===== src/rtl/pop_split_pkg.sv =====
package pop_split_pkg;
  localparam int OPW  = 4;
  localparam int REGW = 4;

  typedef logic [OPW-1:0]  opcode_t;
  typedef logic [REGW-1:0] reg_id_t;

  localparam opcode_t OP_POP   = 4'hB;
  localparam opcode_t OP_IADD  = 4'hC;
  localparam opcode_t OP_POP2  = 4'hE;

  localparam reg_id_t REG_SP   = 4'h4;
  localparam reg_id_t REG_NONE = 4'hF;
endpackage


===== src/rtl/ps_rst_sync.sv =====
module ps_rst_sync (
  input  logic clk,
  input  logic rst_n_in,
  output logic rst_n_out
);
  logic [1:0] sync_q;

  always_ff @(posedge clk or negedge rst_n_in) begin
    if (!rst_n_in) sync_q <= 2'b00;
    else           sync_q <= {sync_q[0], 1'b1};
  end

  assign rst_n_out = sync_q[1];
endmodule


===== src/rtl/ps_fetch_crack.sv =====
module ps_fetch_crack
  import pop_split_pkg::*;
#(
  parameter int PCW = 16
) (
  input  logic           clk,
  input  logic           rst_n,
  input  opcode_t        f_opcode,
  input  logic [PCW-1:0] f_pc,
  input  logic [PCW-1:0] f_pc_fall,
  input  logic           f_stall,
  input  logic           f_flush,
  output opcode_t        d_opcode,
  output logic [PCW-1:0] pred_pc
);
  logic half_pend_q;
  logic half_pend_d;
  logic half_pend_en;
  logic accept;

  // decode register accepts the fetched opcode this cycle
  assign accept = !f_stall && !f_flush;

  // next-state for the second-half pending flag
  always_comb begin
    half_pend_d  = half_pend_q;
    half_pend_en = 1'b0;
    if (f_flush) begin
      half_pend_d  = 1'b0;
      half_pend_en = 1'b1;
    end else if (accept) begin
      half_pend_en = 1'b1;
      if (half_pend_q) half_pend_d = 1'b0;
      else             half_pend_d = (f_opcode == OP_POP);
    end
  end

  always_ff @(posedge clk or negedge rst_n) begin
    if (!rst_n)            half_pend_q <= 1'b0;
    else if (half_pend_en) half_pend_q <= half_pend_d;
  end

  // opcode substitution and next-PC prediction
  always_comb begin
    d_opcode = f_opcode;
    pred_pc  = f_pc_fall;
    if (half_pend_q) begin
      d_opcode = OP_POP2;
      pred_pc  = f_pc_fall;
    end else if (f_opcode == OP_POP) begin
      d_opcode = OP_POP;
      pred_pc  = f_pc;
    end
  end
endmodule


===== src/rtl/ps_decode_crack.sv =====
module ps_decode_crack
  import pop_split_pkg::*;
#(
  parameter int DW         = 64,
  parameter int WORD_BYTES = 8
) (
  input  opcode_t         d_icode,
  input  reg_id_t         d_ra,
  output opcode_t         x_op,
  output reg_id_t         x_dst_alu,
  output reg_id_t         x_dst_mem,
  output reg_id_t         x_src,
  output logic [DW-1:0]   x_imm
);
  localparam logic [DW-1:0] STEP_UP   = DW'(WORD_BYTES);
  localparam logic [DW-1:0] STEP_DOWN = '0 - STEP_UP;

  always_comb begin
    x_op      = d_icode;
    x_dst_alu = REG_NONE;
    x_dst_mem = REG_NONE;
    x_src     = REG_NONE;
    x_imm     = '0;
    unique case (d_icode)
      OP_POP: begin
        // first pass: bump the stack pointer by one word
        x_op      = OP_IADD;
        x_dst_alu = REG_SP;
        x_src     = REG_SP;
        x_imm     = STEP_UP;
      end
      OP_POP2: begin
        // second pass: load from one word below the bumped pointer
        x_op      = OP_POP2;
        x_dst_mem = d_ra;
        x_src     = REG_SP;
        x_imm     = STEP_DOWN;
      end
      default: ;
    endcase
  end
endmodule


===== src/rtl/ps_wb_merge.sv =====
module ps_wb_merge
  import pop_split_pkg::*;
#(
  parameter int DW = 64
) (
  input  reg_id_t       w_dst_alu,
  input  logic [DW-1:0] w_val_alu,
  input  reg_id_t       w_dst_mem,
  input  logic [DW-1:0] w_val_mem,
  output reg_id_t       rf_e_id,
  output logic [DW-1:0] rf_e_val,
  output reg_id_t       rf_m_id,
  output logic [DW-1:0] rf_m_val
);
  logic mem_sel;

  assign mem_sel = (w_dst_mem != REG_NONE);

  always_comb begin
    if (mem_sel) begin
      rf_e_id  = w_dst_mem;
      rf_e_val = w_val_mem;
    end else begin
      rf_e_id  = w_dst_alu;
      rf_e_val = w_val_alu;
    end
  end

  // second port is tied off
  assign rf_m_id  = REG_NONE;
  assign rf_m_val = '0;
endmodule


===== src/rtl/pop_split_core.sv =====
module pop_split_core
  import pop_split_pkg::*;
#(
  parameter int PCW        = 16,
  parameter int DW         = 64,
  parameter int WORD_BYTES = 8
) (
  input  logic           clk,
  input  logic           rst_n,
  input  logic [3:0]     f_opcode,
  input  logic [PCW-1:0] f_pc,
  input  logic [PCW-1:0] f_pc_fall,
  input  logic           f_stall,
  input  logic           f_flush,
  output logic [3:0]     d_opcode,
  output logic [PCW-1:0] pred_pc,
  input  logic [3:0]     d_icode,
  input  logic [3:0]     d_ra,
  output logic [3:0]     x_op,
  output logic [3:0]     x_dst_alu,
  output logic [3:0]     x_dst_mem,
  output logic [3:0]     x_src,
  output logic [DW-1:0]  x_imm,
  input  logic [3:0]     w_dst_alu,
  input  logic [DW-1:0]  w_val_alu,
  input  logic [3:0]     w_dst_mem,
  input  logic [DW-1:0]  w_val_mem,
  output logic [3:0]     rf_e_id,
  output logic [DW-1:0]  rf_e_val,
  output logic [3:0]     rf_m_id,
  output logic [DW-1:0]  rf_m_val
);
  logic rst_n_s;

  ps_rst_sync u_rst_sync (
    .clk       (clk),
    .rst_n_in  (rst_n),
    .rst_n_out (rst_n_s)
  );

  ps_fetch_crack #(.PCW(PCW)) u_fetch (
    .clk       (clk),
    .rst_n     (rst_n_s),
    .f_opcode  (f_opcode),
    .f_pc      (f_pc),
    .f_pc_fall (f_pc_fall),
    .f_stall   (f_stall),
    .f_flush   (f_flush),
    .d_opcode  (d_opcode),
    .pred_pc   (pred_pc)
  );

  ps_decode_crack #(.DW(DW), .WORD_BYTES(WORD_BYTES)) u_decode (
    .d_icode   (d_icode),
    .d_ra      (d_ra),
    .x_op      (x_op),
    .x_dst_alu (x_dst_alu),
    .x_dst_mem (x_dst_mem),
    .x_src     (x_src),
    .x_imm     (x_imm)
  );

  ps_wb_merge #(.DW(DW)) u_wb (
    .w_dst_alu (w_dst_alu),
    .w_val_alu (w_val_alu),
    .w_dst_mem (w_dst_mem),
    .w_val_mem (w_val_mem),
    .rf_e_id   (rf_e_id),
    .rf_e_val  (rf_e_val),
    .rf_m_id   (rf_m_id),
    .rf_m_val  (rf_m_val)
  );

  logic taken;
  assign taken = !f_stall && !f_flush;

  // an accepted first pass is followed by the second-half opcode
  assert_refetch_R5: assert property (@(posedge clk) disable iff (!rst_n_s)
    (d_opcode == OP_POP && pred_pc == f_pc && taken) |=> (d_opcode == OP_POP2));

  // second half resumes sequential fetch
  assert_pop2_fall_R6: assert property (@(posedge clk) disable iff (!rst_n_s)
    (d_opcode == OP_POP2) |-> (pred_pc == f_pc_fall));

  // second half is issued once
  assert_pop2_once_R6: assert property (@(posedge clk) disable iff (!rst_n_s)
    (d_opcode == OP_POP2 && taken) |=> (d_opcode != OP_POP2));

  // stall keeps the pending second half
  assert_stall_hold_R9: assert property (@(posedge clk) disable iff (!rst_n_s)
    (d_opcode == OP_POP2 && f_stall && !f_flush) |=> (d_opcode == OP_POP2));

  // flush drops any pending second half
  assert_flush_clear_R10: assert property (@(posedge clk) disable iff (!rst_n_s)
    f_flush |=> (d_opcode != OP_POP2));

  // memory destination takes the port when valid
  assert_mem_first_R1: assert property (@(posedge clk) disable iff (!rst_n_s)
    (w_dst_mem != REG_NONE) |-> (rf_e_id == w_dst_mem && rf_e_val == w_val_mem));

  // ALU result used otherwise
  assert_alu_fallback_R2: assert property (@(posedge clk) disable iff (!rst_n_s)
    (w_dst_mem == REG_NONE) |-> (rf_e_id == w_dst_alu && rf_e_val == w_val_alu));

  // first pass targets the stack pointer only
  assert_first_half_R4: assert property (@(posedge clk) disable iff (!rst_n_s)
    (d_icode == OP_POP) |-> (x_dst_alu == REG_SP && x_dst_mem == REG_NONE && x_op == OP_IADD));

  // second half targets rA through memory only
  assert_second_half_R7: assert property (@(posedge clk) disable iff (!rst_n_s)
    (d_icode == OP_POP2) |-> (x_dst_mem == d_ra && x_dst_alu == REG_NONE && x_src == REG_SP));
endmodule


===== config.mk =====
export PLATFORM = sky130hd
export DESIGN_NAME = pop_split_core
export DESIGN_NICKNAME = d
export VERILOG_FILES = /design/src/rtl/pop_split_pkg.sv /design/src/rtl/ps_rst_sync.sv /design/src/rtl/ps_fetch_crack.sv /design/src/rtl/ps_decode_crack.sv /design/src/rtl/ps_wb_merge.sv /design/src/rtl/pop_split_core.sv
export SDC_FILE = /design/constraint.sdc
export NUM_CORES = 1
export LEC_CHECK = 0
export CAP_MARGIN = 20
export CORE_AREA = 2 2 165 167
export CTS_CLUSTER_DIAMETER = 120
export DETAILED_ROUTE_END_ITERATION = 10
export DIE_AREA = 0 0 167 169
export PLACE_DENSITY = 0.4
export SETUP_SLACK_MARGIN = 0.2
export SYNTH_ARGS = -nofsm -noshare
export SYNTH_HDL_FRONTEND = slang
export SYNTH_SLANG_ARGS = --single-unit

===== constraint.sdc =====
create_clock -name clk -period 4.5 [get_ports clk]
set_input_delay 0.675 -clock clk [delete_from_list [all_inputs] [get_ports clk]]
set_output_delay 0.675 -clock clk [all_outputs]
set_load 0.03 [all_outputs]

==> results of run 1 <==
## cells by family (layout without fill, tap and decap cells)
logic type | Yosys count | after routing | synth area share, %
buffers and inverters | 150 | 358 | 48.1
multiplexers | 80 | 80 | 40.1
AND/OR/NAND/NOR | 20 | 20 | 6.07
AO/OA/AOI/OAI | 6 | 6 | 2.20
flip-flops | 3 | 3 | 3.22
other | 2 | 74 | 0.322
## metrics by stage
stage                     worst slack, ns  std cells
after floorplan                      1.50        333
after global placement               1.06        877
after detailed placement             1.06        877
after CTS                            1.06        882
after global routing                0.863        882
final                                1.09        882
## worst max-delay path: stages
cell	delay [ns]
clkdlybuf4s50_1	0.48
nor2b_1	0.18
nand3_1	0.15
inv_1	0.08
buf_4	0.40
clkdlybuf4s50_1	0.76
## where the power goes
| part | internal [mW] | switching, mW | total, mW |
|---|---|---|---|
| clock network | 0.117 | 0.0245 | 0.141 |
| registers | 0.0282 | 0.000486 | 0.0287 |
| logic | 0.299 | 0.309 | 0.609 |
## routing by layer
metal	wire [µm]	global-route usage (%)	vias up
li1	-	-	1223
met1	3660	7.26	1108
met2	5640	12.4	202
met3	899	1.19	0
met4	0	0.450	0
met5	0	0	-
## layout by cell type, fill, tap and decap left out, drive strengths merged
cell type | Yosys | routed
mux2 | 80 | 80
nand4b | 1 | 1
nand2 | 1 | 1
nor2 | 2 | 2
clkdlybuf4s50 | 0 | 346
nand4 | 1 | 1
nand2b | 1 | 1
nor2b | 3 | 3
nand3 | 2 | 2
o31a | 2 | 2
clkbuf | 1 | 4
buf | 144 | 2
nand3b | 1 | 1
o41a | 1 | 1
conb | 2 | 74
o211ai | 1 | 1
and2 | 1 | 1
inv | 5 | 5
dfrtp | 3 | 3
or2 | 7 | 7
o31ai | 1 | 1
dlygate4sd3 | 0 | 1
a21boi | 1 | 1
## worst paths after layout
| path | slack (ns) | start | to | depth (start not counted) |
|---|---|---|---|---|
| setup / recovery | 1.09 | d_icode[2] | x_imm[41] | 6 |
| min in group asynchronous | 0.52 | u_rst_sync.sync_q[1] | u_fetch.half_pend_q | 1 |
| hold reg to reg | 0.35 | u_rst_sync.sync_q[0] | u_rst_sync.sync_q[1] | 0 |
| setup reg to reg | 3.01 | u_fetch.half_pend_q | u_fetch.half_pend_q | 3 |
| max in group asynchronous | 3.76 | rst_n | u_rst_sync.sync_q[0] | 1 |
| hold / removal | 0.35 | u_rst_sync.sync_q[0] | u_rst_sync.sync_q[1] | 0 |
## timing repair
item                                   4_1_cts  5_1_grt
endpoints found under the hold margin        1        0
setup endpoints to repair                    0        0
hold buffers                                 1        0
## state kept, by name, indices dropped and copies added (netlist names)
| name | flops |
|---|---|
| u_fetch.half_pend_q | 1 |
| u_rst_sync.sync_q | 2 |
## final cells by class
class                           instances  area share [%]
Sequential cell                         3            1.36
Inverter                                5           0.341
Tap cell                              341            7.75
Timing Repair Buffer                  349            63.6
Multi-Input combinational cell        180            25.5
Clock buffer                            4            1.43
==> impl_metrics.ini, run 1 <==
[placed_design]
gp_congestion = 0.691
place.port_buffers = 346
hpwl_mm = 9.19
placed_area_mm2 = 0.00542

[power_and_ir_drop]
p_per_area_mw_per_mm2 = 141
power_mw = 0.779
max-vdd-ir-drop_v = 0.000127
p_leak_nw = 2.16

[timing]
fin_crit_sh_pct = 75.8
setup_violations = 0
timing.fmax_mhz = 293
finalHoldViolCount = 0
maxSlewViolCount = 0
clock_skew_ns = 0.00413
timing.hold.ws_ns = 0.347
fin_crit_ns = 3.41
grt_setup_unrepaired = no
fin_setup_tns_ns = 0

[synthesis]
synth_area_leaders = buf_4 (44%), mux2_2 (34%), mux2_4 (5.8%), dfrtp_1 (3.2%), buf_6 (2.9%)
synth_edf_count = 0
ys_async_sr_fraction_pct = 100
ys_types = 25
yosysTopAreaCell = buf_4
synth.most_common_cell = buf_4
yosys-top-cells-count = buf_4 (136), mux2_2 (71), mux2_4 (9)
netlist_instances = 261
ys_ff_latch = 3
yosys_warnings = 0
yosysSeqAreaShare_pct = 3.22
synth_top_cell_area_share_pct = 43.8
avgSynthCellArea_um2 = 8.93
synthFlopType = dfrtp_1
syn-cell-area_mm2 = 0.00233

[clock_network]
cts_setup_buffers = 0
ctsResizeCount = 0
cts_buffers = 3
cts-root-buf = clkbuf_16
cts_buffer_depth = 2
cts_tree = yes
cts_htree_levels = 1
clk_pin_slew_ns = 0.03
clk_latency_ns = 0.22
clock-sinks = 3

[routing]
drtIter0Drc = 26
remaining_drc_errors = 0
antenna_left = 0
routedWlPerCell_um = 11.6
drt-total-wl_mm = 10.2
vias = 2533
vias_per_cell = 2.87
firstDrtPassIters = 4

[final_layout]
final_area_mm2 = 0.00551
final_util_pct = 20.8
fillers = 2904
nNetsFinal = 726
multi_input_area_mm2 = 0.00141
layout-area-overhead-vs-synth_pct = 136
diodes = 0
seqCellArea_um2 = 75.1
drive_above_1_share_pct = 17.4

[setup_path]
critical_path_class = in2out
crit_required_ns = 3.83
critPathArrivalTime_ns = 2.74
critical_path.max_fanout = 60
endpoint_kind = output pin
start_kind = primary input

[min_path]
hp-class = reg2reg

[grt]
grt_overflow = 0
grt_first_pass_wirelength_mm = 14.0
grt_start_max_net_pins = 66
antenna_found_initial = 0
gr-usage-all-layers_pct = 6.30
grt_pass1_vias = 2406

[floorplanning]
coreArea_mm2 = 0.0265
rows = 60
top_level_ports = 420
fp.dieW_um = 167
die_area_mm2 = 0.0282
initial_core_util_pct = 8.80
die_h_um = 169

[outcome]
status = complete, no violations

[job]
cap_violations = 0
Note: power is estimated with default switching activity, not from simulation.
==> run 2, diff against run 1 <==
--- a/config.mk
+++ b/config.mk
@@ -6,11 +6,11 @@
 export NUM_CORES = 1
 export LEC_CHECK = 0
 export CAP_MARGIN = 20
-export CORE_AREA = 2 2 165 167
+export CORE_AREA = 2 2 163 165
 export CTS_CLUSTER_DIAMETER = 120
 export DETAILED_ROUTE_END_ITERATION = 10
-export DIE_AREA = 0 0 167 169
-export PLACE_DENSITY = 0.4
+export DIE_AREA = 0 0 165 167
+export PLACE_DENSITY = 0.41
 export SETUP_SLACK_MARGIN = 0.2
 export SYNTH_ARGS = -nofsm -noshare
 export SYNTH_HDL_FRONTEND = slang
==> constraint.sdc (replaced) <==
create_clock -name clk -period 3.4 [get_ports clk]
set_input_delay 0.51 -clock clk [delete_from_list [all_inputs] [get_ports clk]]
set_output_delay 0.51 -clock clk [all_outputs]
set_load 0.03 [all_outputs]
==> run 2 against run 1 <==
Effect of this change:
- largest cell class unchanged
- flip-flop and latch count is the same
- wire length increased by 11%
- count of clock-buffer cells in the layout unchanged
- utilization hardly changed
- the run now ends with negative hold slack left
- sequential power grew 32%
- largest power group unchanged
- worst setup slack worse by 0.72 ns
- cell area down 2.8%
- die area down 2.4%
- register-to-register slack worse by 1.0 ns
- clock skew fell by 0.0014 ns
- non-clock buffer count rose by 1
- combinational power is 31% higher
==> impl_metrics.ini, run 2 (synthesized netlist as in run 1, its figures left out) <==
[routing]
drt-total-wl_mm = 11.3
firstDrtPassIters = 4
vias = 2487
remaining_drc_errors = 0
vias_per_cell = 2.84
antenna_left = 0
routedWlPerCell_um = 12.9
drtIter0Drc = 47

[timing]
fin_setup_tns_ns = 0
maxSlewViolCount = 0
timing.fmax_mhz = 330
timing.hold.ws_ns = -0.00135
finalHoldViolCount = 1
setup_violations = 0
fin_crit_sh_pct = 89.1
timing.slew.headroom_pct = 65.7
grt_setup_unrepaired = no
tightest_slew_ns = 0.514
clock_skew_ns = 0.00271
fin_crit_ns = 3.03

[setup_path]
endpoint_kind = output pin
reg2reg_depth = 3
critical_path_class = in2out
critPathArrivalTime_ns = 2.52
critPathCapture = pred_pc[15]
start_kind = primary input
crit_required_ns = 2.89
r2r-end = u_fetch.half_pend_q
worstReg2RegStart = u_fetch.half_pend_q
startpoint = f_opcode[0]
critical_path.max_fanout = 17
r2r_slack_ns = 1.96

[grt]
grt_first_pass_wirelength_mm = 14.5
grt_pass1_vias = 2253
gr-usage-all-layers_pct = 6.95
grt_overflow = 0
antenna_found_initial = 0
grt_start_max_net_pins = 61

[clock_network]
hold_buffers = 0
cts_tree = yes
cts_htree_levels = 1
cts_buffers = 3
cts_buffer_depth = 2
clk_latency_ns = 0.23
clock-sinks = 3
clk_pin_slew_ns = 0.03
cts-root-buf = clkbuf_16
cts_setup_buffers = 0
ctsResizeCount = 0

[power_and_ir_drop]
p_per_area_mw_per_mm2 = 192
max-vdd-ir-drop_v = 0.000111
power_mw = 1.03
p_leak_nw = 2.28

[placed_design]
hpwl_mm = 10.1
place.port_buffers = 346
gp_congestion = 0.684

[floorplanning]
rows = 59
top_level_ports = 420
initial_core_util_pct = 9.05
die_area_mm2 = 0.0276
coreArea_mm2 = 0.0258
fp.dieW_um = 165
die_h_um = 167

[final_layout]
nNetsFinal = 727
layout-area-overhead-vs-synth_pct = 130
layout_commonest_cell = clkdlybuf4s50_1
top_register = u_rst_sync.sync_q
drive_above_1_share_pct = 28.8
diodes = 0
final_util_pct = 20.8
top_regs = u_rst_sync.sync_q (2), u_fetch.half_pend_q (1)
largest_reg_flops = 2
final_cell_mix = clkdlybuf4s50_1 (286), conb_1 (74), mux2_2 (71)

[min_path]
hp-class = reg2async

[job]
cap_violations = 0

[outcome]
violations = negative hold slack
status = finished with violations
run 2: report_power, final:
part           internal [mW]  switching (mW)
combinational          0.389           0.409
sequential            0.0373        0.000648
clock                  0.155          0.0350
run 2: worst max-delay path: stages:
cell             delay, ns
clkdlybuf4s50_1       0.46
nor2b_4               0.17
nand4b_4              0.36
mux2_2                0.35
clkdlybuf4s50_1       0.67
run 2: area by class of cell:
type                            count  area [µm²]
Tap cell                          335         419
Multi-Input combinational cell    180        1410
Fill cell                        2839       20400
Sequential cell                     3        75.1
Timing Repair Buffer              350        3360
Inverter                            5        18.8
Clock buffer                        4        78.8
run 2: worst min-delay path by stage:
stage	endpoint	start	cells after the start
after floorplan	u_fetch.half_pend_q	u_rst_sync.sync_q[1]	0
final	u_fetch.half_pend_q	u_rst_sync.sync_q[1]	0
after CTS	u_fetch.half_pend_q	u_rst_sync.sync_q[1]	0
after global routing	u_fetch.half_pend_q	u_rst_sync.sync_q[1]	0
after global placement	u_fetch.half_pend_q	u_rst_sync.sync_q[1]	0
after detailed placement	u_fetch.half_pend_q	u_rst_sync.sync_q[1]	0
run 2: through the flow:
stage | worst slack (ns) | area, µm² | std cells | hold slack, ns
after floorplan | 0.730 | 2600 | 333 | -0.00566
after global placement | 0.361 | 5270 | 873 | -0.00196
after detailed placement | 0.340 | 5270 | 873 | 0.00130
after CTS | 0.340 | 5350 | 877 | 0.000625
after global routing | 0.275 | 5350 | 877 | 0.00509
final | 0.370 | 5350 | 877 | -0.00135
run 2: routing by layer:
metal / GRT usage, % / vias up / wire [µm]
li1: - / 1221 / -
met1: 7.64 / 1092 / 4000
met2: 13.9 / 171 / 6150
met3: 1.34 / 3 / 1110
met4: 0.681 / 0 / 28
met5: 0 / - / 0
